<file path="config.mk">
export PLATFORM = sky130hd
export DESIGN_NAME = ipi_target_resolver
export DESIGN_NICKNAME = d
export VERILOG_FILES = /design/src/rtl/ipi_res_pkg.sv /design/src/rtl/ipi_res_ctrl.sv /design/src/rtl/ipi_res_datapath.sv /design/src/rtl/ipi_target_resolver.sv
export SDC_FILE = /design/constraint.sdc
export NUM_CORES = 1
export LEC_CHECK = 0
export BUFFER_PORTS_ARGS = -buffer_cell sky130_fd_sc_hd__buf_4
export CORE_MARGIN = 4
export CORE_UTILIZATION = 38
export CTS_CLUSTER_SIZE = 16
export DETAILED_ROUTE_END_ITERATION = 8
export MAX_ROUTING_LAYER = met4
export PLACE_DENSITY = 0.8
export SLEW_MARGIN = 0
export SYNTH_ARGS = -nofsm -noshare
export SYNTH_HDL_FRONTEND = slang
export SYNTH_SLANG_ARGS = --single-unit
</file>
<file path="constraint.sdc">
create_clock -name clk -period 2.25 [get_ports clk]
set_clock_uncertainty 0.1 [all_clocks]
set_input_delay 0.1125 -clock clk [delete_from_list [all_inputs] [get_ports clk]]
set_output_delay 0.1125 -clock clk [all_outputs]
set_load 0.01 [all_outputs]
</file>
<file path="src/rtl/ipi_res_pkg.sv">
package ipi_res_pkg;

  typedef struct packed {
    logic load;
    logic clear;
  } resStrobe_t;

  typedef enum logic [1:0] {
    SH_NONE   = 2'd0,
    SH_SELF   = 2'd1,
    SH_ALL    = 2'd2,
    SH_OTHERS = 2'd3
  } shorthand_e;

  localparam logic [3:0] MODEL_FLAT    = 4'hF;
  localparam logic [3:0] MODEL_CLUSTER = 4'h0;

endpackage

</file>
<file path="src/rtl/ipi_res_ctrl.sv">
module ipi_res_ctrl
  import ipi_res_pkg::*;
(
  input  logic       clk,
  input  logic       rst_n,
  input  logic       inValid,
  output logic       inReady,
  input  logic       outReady,
  output logic       outValid,
  output resStrobe_t strobe
);

  logic accept;

  assign inReady = !outValid || outReady;
  assign accept  = inValid && inReady;

  always_comb begin
    strobe       = '0;
    strobe.load  = accept;
    strobe.clear = outValid && outReady && !accept;
  end

  always_ff @(posedge clk) begin
    if (!rst_n) begin
      outValid <= 1'b0;
    end else if (accept) begin
      outValid <= 1'b1;
    end else if (outReady) begin
      outValid <= 1'b0;
    end
  end


  accept_to_valid_chk: assert property (@(posedge clk) disable iff (!rst_n)
    (inValid && inReady) |=> outValid);


  stall_hold_chk: assert property (@(posedge clk) disable iff (!rst_n)
    (outValid && !outReady) |=> outValid);

endmodule

</file>
<file path="src/rtl/ipi_res_datapath.sv">
module ipi_res_datapath
  import ipi_res_pkg::*;
#(
  parameter int NUM_SLOTS = 8,
  parameter int ID_W      = 8,
  localparam int IDX_W    = (NUM_SLOTS > 1) ? $clog2(NUM_SLOTS) : 1
)(
  input  logic                      clk,
  input  logic                      rst_n,
  input  resStrobe_t                strobe,
  input  logic [ID_W-1:0]           destByte,
  input  logic                      logicalMode,
  input  logic [1:0]                shorthand,
  input  logic [IDX_W-1:0]          senderIdx,
  input  logic                      lowPri,
  input  logic [NUM_SLOTS-1:0]      slotPresent,
  input  logic [NUM_SLOTS*ID_W-1:0] slotPhysId,
  input  logic [NUM_SLOTS*ID_W-1:0] slotLogDest,
  input  logic [NUM_SLOTS*4-1:0]    slotModel,
  output logic [NUM_SLOTS-1:0]      outMask
);

  localparam int NIB = ID_W / 2;
  localparam logic [ID_W-1:0] BCAST = {ID_W{1'b1}};

  logic [NUM_SLOTS-1:0] reachable;
  logic [NUM_SLOTS-1:0] physHit;
  logic [NUM_SLOTS-1:0] logHit;
  logic [NUM_SLOTS-1:0] physMask;
  logic [NUM_SLOTS-1:0] routed;
  logic [NUM_SLOTS-1:0] selfBit;
  logic [NUM_SLOTS-1:0] chosen;
  logic [NUM_SLOTS-1:0] finalMask;

  // Scan stops at the first absent slot.
  always_comb begin
    logic run;
    run = 1'b1;
    for (int i = 0; i < NUM_SLOTS; i++) begin
      run          = run & slotPresent[i];
      reachable[i] = run;
    end
  end

  // Per-slot matchers.
  for (genvar g = 0; g < NUM_SLOTS; g++) begin : gSlot
    logic [ID_W-1:0] physId;
    logic [ID_W-1:0] logDest;
    logic [3:0]      model;
    logic            flatHit;
    logic            clusterHit;

    assign physId  = slotPhysId[g*ID_W +: ID_W];
    assign logDest = slotLogDest[g*ID_W +: ID_W];
    assign model   = slotModel[g*4 +: 4];

    assign flatHit    = (model == MODEL_FLAT) && ((destByte & logDest) != '0);
    assign clusterHit = (model == MODEL_CLUSTER)
                     && (destByte[ID_W-1:NIB] == logDest[ID_W-1:NIB])
                     && ((destByte[NIB-1:0] & logDest[NIB-1:0]) != '0);

    assign physHit[g] = reachable[g] && (physId == destByte);
    assign logHit[g]  = reachable[g] && (flatHit || clusterHit);
  end

  // Physical lookup keeps the first matching slot only.
  always_comb begin
    logic found;
    found    = 1'b0;
    physMask = '0;
    for (int i = 0; i < NUM_SLOTS; i++) begin
      if (physHit[i] && !found) begin
        physMask[i] = 1'b1;
        found       = 1'b1;
      end
    end
  end

  assign selfBit = NUM_SLOTS'(1) << senderIdx;

  always_comb begin
    if (logicalMode) begin
      routed = logHit;
    end else if (destByte == BCAST) begin
      routed = '1;
    end else begin
      routed = physMask;
    end
  end

  always_comb begin
    unique case (shorthand_e'(shorthand))
      SH_NONE:   chosen = routed;
      SH_SELF:   chosen = selfBit;
      SH_ALL:    chosen = '1;
      SH_OTHERS: chosen = ~selfBit;
      default:   chosen = routed;
    endcase
  end

  assign finalMask = lowPri ? (chosen & (~chosen + NUM_SLOTS'(1))) : chosen;

  always_ff @(posedge clk) begin
    if (!rst_n) begin
      outMask <= '0;
    end else if (strobe.load) begin
      outMask <= finalMask;
    end else if (strobe.clear) begin
      outMask <= '0;
    end
  end


  lowpri_single_chk: assert property (@(posedge clk) disable iff (!rst_n)
    (strobe.load && lowPri) |=> $onehot0(outMask));


  phys_single_chk: assert property (@(posedge clk) disable iff (!rst_n)
    (strobe.load && !logicalMode && shorthand == 2'd0 && destByte != BCAST)
      |=> $onehot0(outMask));


  self_only_chk: assert property (@(posedge clk) disable iff (!rst_n)
    (strobe.load && shorthand == 2'd1)
      |=> (outMask == (NUM_SLOTS'(1) << $past(senderIdx))));


  others_exclude_chk: assert property (@(posedge clk) disable iff (!rst_n)
    (strobe.load && shorthand == 2'd3 && !lowPri)
      |=> ($countones(outMask) == NUM_SLOTS - 1));

endmodule

</file>
<file path="src/rtl/ipi_target_resolver.sv">
module ipi_target_resolver
  import ipi_res_pkg::*;
#(
  parameter int NUM_SLOTS = 8,
  localparam int ID_W     = 8,
  localparam int IDX_W    = (NUM_SLOTS > 1) ? $clog2(NUM_SLOTS) : 1
)(
  input  logic                      clk,
  input  logic                      rst_n,
  input  logic                      inValid,
  output logic                      inReady,
  input  logic [ID_W-1:0]           destByte,
  input  logic                      logicalMode,
  input  logic [1:0]                shorthand,
  input  logic [IDX_W-1:0]          senderIdx,
  input  logic                      lowPri,
  input  logic [NUM_SLOTS-1:0]      slotPresent,
  input  logic [NUM_SLOTS*ID_W-1:0] slotPhysId,
  input  logic [NUM_SLOTS*ID_W-1:0] slotLogDest,
  input  logic [NUM_SLOTS*4-1:0]    slotModel,
  output logic                      outValid,
  input  logic                      outReady,
  output logic [NUM_SLOTS-1:0]      outMask
);

  resStrobe_t strobe;

  ipi_res_ctrl uCtrl (
    .clk      (clk),
    .rst_n    (rst_n),
    .inValid  (inValid),
    .inReady  (inReady),
    .outReady (outReady),
    .outValid (outValid),
    .strobe   (strobe)
  );

  ipi_res_datapath #(
    .NUM_SLOTS (NUM_SLOTS),
    .ID_W      (ID_W)
  ) uPath (
    .clk         (clk),
    .rst_n       (rst_n),
    .strobe      (strobe),
    .destByte    (destByte),
    .logicalMode (logicalMode),
    .shorthand   (shorthand),
    .senderIdx   (senderIdx),
    .lowPri      (lowPri),
    .slotPresent (slotPresent),
    .slotPhysId  (slotPhysId),
    .slotLogDest (slotLogDest),
    .slotModel   (slotModel),
    .outMask     (outMask)
  );

endmodule

</file>
Word-level counts from Yosys, hierarchy flattened --
Index checks and enable logic that the tools add are counted.
Word-level totals: flip-flop bits (word level) 9, output and inout bits 10, input bits 187, logic and storage cells 175
Cells by class: equality and inequality tests 28, reductions and logical operators 95, shift-type cells 1, muxes and demuxes 22, $add $sub $neg 1, bitwise operators 26
Operators by type and width (number):
- 8-bit AND | 9
- 8-bit equality test | 8
- 8-bit nonzero test | 8
- 1-bit logical AND | 50
- 8-bit 2-to-1 mux | 5
- 4-bit AND | 8
- 4-bit equality test | 8
- 4-bit equality test, second input constant | 8
- 4-bit logical NOT | 8
- 8-bit case mux with 4 select lines | 1
- 4-bit nonzero test | 8
- 1-bit 2-to-1 mux | 16
- 8-bit NOT | 2
- 1-bit logical NOT | 9
- 1-bit logical OR | 9
- 8-bit by 1-bit adder with 8-bit output, second input constant | 1
- 8-bit equality test, second input constant | 1
- 1-bit by 3-bit left shift with 8-bit output, first input constant | 1
- 1-bit AND | 7
- 2-bit equality test, second input constant | 2
- 2-bit nonzero test | 2
- 2-bit by 1-bit equality test with 1-bit output, second input constant | 1
- 2-bit logical NOT | 1

Longest topological paths before layout --
depth in word-level cells 32, mapped depth 9, gate-level depth less buffers 8

By module --
Synthesis repeated with hierarchy kept, for this count alone.
Second synthesis, totals: cells, all modules 324, area, all modules 2562.5 sq um
By module, submodules not included:
- ipi_res_datapath | area an instance 2489.9 sq um, times used 1, seq. area each 160.2 sq um, cells each 317
- ipi_res_ctrl | area an instance 72.6 sq um, times used 1, seq. area each 20.0 sq um, cells each 7

Worst setup path before layout --
No wires, ideal clock.
path kind input -> register, from input port destByte[3], to register uPath.outMask[6], setup slack 0.034 ns, arrival time 1.990 ns, setup time 0.125 ns, stages 8, buffers on the path 1, required time 2.025 ns, path through buf_4 > xnor2_1 > nand4_1 > or4_4 > or4_1 > a22o_1 > a41oi_1 > o31ai_1
Between the ends: longest elaborated chain between the ends 29, elaborated cells on any way between the ends 103, classes of those cells add/sub: 1; eq/ne: 8; mux: 17; bitwise: 16; reduce/logical: 61
Ends and longest elaborated chain:
- from (decl) | RTL line ipi_target_resolver.sv:12 | input logic [ID_W-1:0] destByte,
- 8-bit equality test | RTL line ipi_res_datapath.sv:62 | assign physHit[g] = reachable[g] && (physId == destByte);
- 1-bit logical AND | RTL line ipi_res_datapath.sv:62
- 1-bit 2-to-1 mux | RTL line ipi_res_datapath.sv:72 | if (physHit[i] && !found) begin
- 1-bit logical NOT | RTL line ipi_res_datapath.sv:72
- 1-bit logical AND | RTL line ipi_res_datapath.sv:72
- 1-bit 2-to-1 mux | RTL line ipi_res_datapath.sv:72
- 1-bit logical NOT | RTL line ipi_res_datapath.sv:72
- 1-bit logical AND | RTL line ipi_res_datapath.sv:72
- [13 not listed]
- 8-bit 2-to-1 mux | RTL line ipi_res_datapath.sv:84 | end else if (destByte == BCAST) begin
- 8-bit 2-to-1 mux * | RTL line ipi_res_datapath.sv:82 | if (logicalMode) begin
- 8-bit case mux with 4 select lines * | RTL line ipi_res_datapath.sv:92 | unique case (shorthand_e'(shorthand))
- 8-bit NOT | RTL line ipi_res_datapath.sv:101 | assign finalMask = lowPri ? (chosen & (~chosen + NUM_SLOTS'(1))) : chosen;
- 8-bit by 1-bit adder with 8-bit output | RTL line ipi_res_datapath.sv:101
- 8-bit AND | RTL line ipi_res_datapath.sv:101
- 8-bit 2-to-1 mux * | RTL line ipi_res_datapath.sv:101
- 8-bit 2-to-1 mux * | RTL line ipi_res_datapath.sv:106 | end else if (strobe.load) begin
- to (signal assigned) | RTL line ipi_res_datapath.sv:107 | outMask <= finalMask;
- to (decl) | RTL line ipi_res_datapath.sv:20 | output logic [NUM_SLOTS-1:0] outMask
Mark *: on every way between the ends. The rest lies on a longest branch, timed or not. A chain may end at the register's enable or synchronous reset.

Worst setup path after layout --
from input port destByte[4], to register uPath.outMask[2]
Between the ends: longest elaborated chain between the ends 17, elaborated cells on any way between the ends 47, classes of those cells add/sub: 1; eq/ne: 7; mux: 9; bitwise: 5; reduce/logical: 25
Ends and longest elaborated chain (RTL line):
- 8-bit equality test | ipi_res_datapath.sv:62
- 1-bit logical AND | ipi_res_datapath.sv:62
- 1-bit 2-to-1 mux | ipi_res_datapath.sv:72
- 1-bit logical NOT | ipi_res_datapath.sv:72
- 1-bit logical AND | ipi_res_datapath.sv:72
- 1-bit 2-to-1 mux | ipi_res_datapath.sv:72
- 1-bit logical NOT | ipi_res_datapath.sv:72
- 1-bit logical AND | ipi_res_datapath.sv:72
- 1-bit 2-to-1 mux | ipi_res_datapath.sv:72
- 8-bit 2-to-1 mux | ipi_res_datapath.sv:84
- 8-bit 2-to-1 mux * | ipi_res_datapath.sv:82
- 8-bit case mux with 4 select lines * | ipi_res_datapath.sv:92
- 8-bit NOT | ipi_res_datapath.sv:101
- 8-bit by 1-bit adder with 8-bit output | ipi_res_datapath.sv:101
- 8-bit AND | ipi_res_datapath.sv:101
- 8-bit 2-to-1 mux * | ipi_res_datapath.sv:101
- 8-bit 2-to-1 mux * | ipi_res_datapath.sv:106
Marked as above.

==> results.toml <==
[grt]
grt_max_degree = 13
antenna_found_initial = 0
grt_pass1_wl_um = 18900
first_global_vias = 3761
grt_usage = 0.289
overflow = 0

[synth]
synth.top_cells.by_count = "xnor2_1 (47), ha_1 (32), nand4_1 (25), xor2_1 (23), nor4_1 (19)"
yosysUniqueCellTypes = 55
yosys_warnings = 0
seq_area_frac_synth = 0.0690
synthArstFlopShare = 0
syn-cell-area_um2 = 2610
synth.top_cell.area_share = 0.158
synth-edff-count = 0
synth_fp_nets = 548
syn_avg_cell_area_um2 = 7.94
synth_cells = 329
synth_area_leaders = "xnor2_1 (16%), ha_1 (15%), xor2_1 (7.7%), dfxtp_1 (6.9%), nand4_1 (6.0%)"
yosys.area.top_type = "xnor2_1"
ys_dominant_reg_cell = "dfxtp_1"
synth.most_common_cell = "xnor2_1"
ys_ff_latch = 9

[clocking]
clockBufferDepth = 2
clkSlewWorstSetupHoldPaths_ns = 0.05
cts_tree = "done"
cts_sinks = 9
cts_buffers = 3
cts_max_level = 1
hold_buffers = 0
clockRootBuffer = "clkbuf_8"
clk_latency_ns = 0.23

[worst_setup_path]
critPathRequiredTime_ns = 2.32
crit_arrival_ns = 2.24
start_kind = "input pin"
path_class = "in2reg"
endpoint_kind = "register"
crit_fanout = 7

[timing]
maxClockFrequency_ghz = 0.460
setup_violations = 0
worst_slack_ns = 0.0745
finalHoldViolations = 0
period_share = 0.967
worst_pin_slew_ns = 0.738
finalMaxSlewViolations = 0
fin_crit_ns = 2.18
hold_ws_ns = 0.0286
slew_headroom = 0.504
rsz0062_at_grt = "yes"

[die]
die_w_um = 90.9
dieArea_um2 = 8260
rows = 29
ios = 197
initial_core_util = 0.402
die_h_um = 90.9
core-area_um2 = 6490

[layout]
nNetsFinal = 774
area_delta_synth_final_pct = 70.5
register_area_um2 = 180
drive_gt1_frac = 0.451
diodes = 0
multi_input_area_um2 = 2350
fillers = 534
fin_cells = 631

[run]
cap_violations = 0

[run_status]
status = "finished clean"

[place]
dpl.hpwl_um = 10800
dp.cells = 626
globalplace.congestion = 0.932
dpl_worst_slack_ns = -0.156
io_buffers = 196

[pwr]
p_total_mw = 1.12
vdd_drop_max_mv = 0.139
power.leakage_nw = 2.01
p_per_area_nw_per_um2 = 251

[route]
vias_per_cell = 5.83
ant_nets = 0
drtPass1Iterations = 5
num_vias = 3676
avgRoutedWirePerCell_um = 19.4
drc = 0
routed_wl_um = 12200
drt_iter0_drc = 276

[min_path]
worst_hold_path_type = "in2reg"
cell usage in the layout, fill, tap and decap left out, types with 10 or more instances in the layout:
master and count:
buf_4 235, xnor2_1 47, ha_1 32, nand4_1 25
xor2_1 23, nor4_1 18, nand2_1 18, nand3_1 14
o21ai_0 11, or4_1 10
per-stage QoR:
step	util	TNS [ns]	cell area, µm²
after floorplan	-	0	2610
after global placement	0.672	-0.377	4360
after detailed placement	0.672	-0.707	4360
after CTS	0.679	0	4410
after global routing	0.685	-0.0106	4450
final	0.685	0	4450
layer usage:
layer  global-route usage  share of wire  vias up
li1                     -              -     1743
met1                0.341           0.40     1711
met2                0.492           0.50      187
met3               0.0567          0.069       35
met4               0.0955          0.033        0
met5                    -              0        -
cell type report:
cell class	instances	share of cell area
tap	77	0.0216
inverter	3	0.00253
multi-input combinational	303	0.529
clock buffer	4	0.0101
sequential	9	0.0405
timing repair buffer	235	0.396
path summary, 6_finish.rpt:
check / from / end / slack, ns / cells past startpoint
max: destByte[4] / uPath.outMask[2] / 0.07 / 9
min: rst_n / uPath.outMask[0] / 0.03 / 2
max reg2reg: uCtrl.outValid / uPath.outMask[7] / 0.62 / 5
min reg2reg: uPath.outMask[4] / uPath.outMask[4] / 0.38 / 2
timing repair:
item                                    CTS  global route
hold endpoints to repair                  0             0
endpoints found under the setup margin    0             6
buffers inserted                          0             1
gates resized for setup                   0            10
worst max-delay path: stages:
cell      delay, ns
buf_4          0.16
ha_1           0.21
o41ai_1        0.34
a31oi_1        0.18
a221o_1        0.43
buf_4          0.16
a211o_1        0.22
a211o_1        0.31
a21boi_2       0.12
report_power, final:
part	internal, mW	switching (mW)	total (mW)
clock network	0.124	0.0659	0.190
registers	0.169	0.00701	0.176
logic	0.430	0.323	0.754
total	0.723	0.396	1.12
registers in the layout (all words and copies together) (netlist names):
register / cells
uPath.outMask: 8
uCtrl.outValid: 1
logic make-up (layout without fill, tap and decap cells):
family | count (synthesis) | after routing | share of synthesized area
xor gates and xnor gates | 72 | 72 | 0.247
AOI/OAI and AO/OA | 72 | 72 | 0.200
and+or+nand+nor | 127 | 127 | 0.287
adders and majority gates | 32 | 32 | 0.153
DFF | 9 | 9 | 0.0690
buffers and inverters | 17 | 242 | 0.0431
No activity file was read; power rests on OpenSTA's default activity.
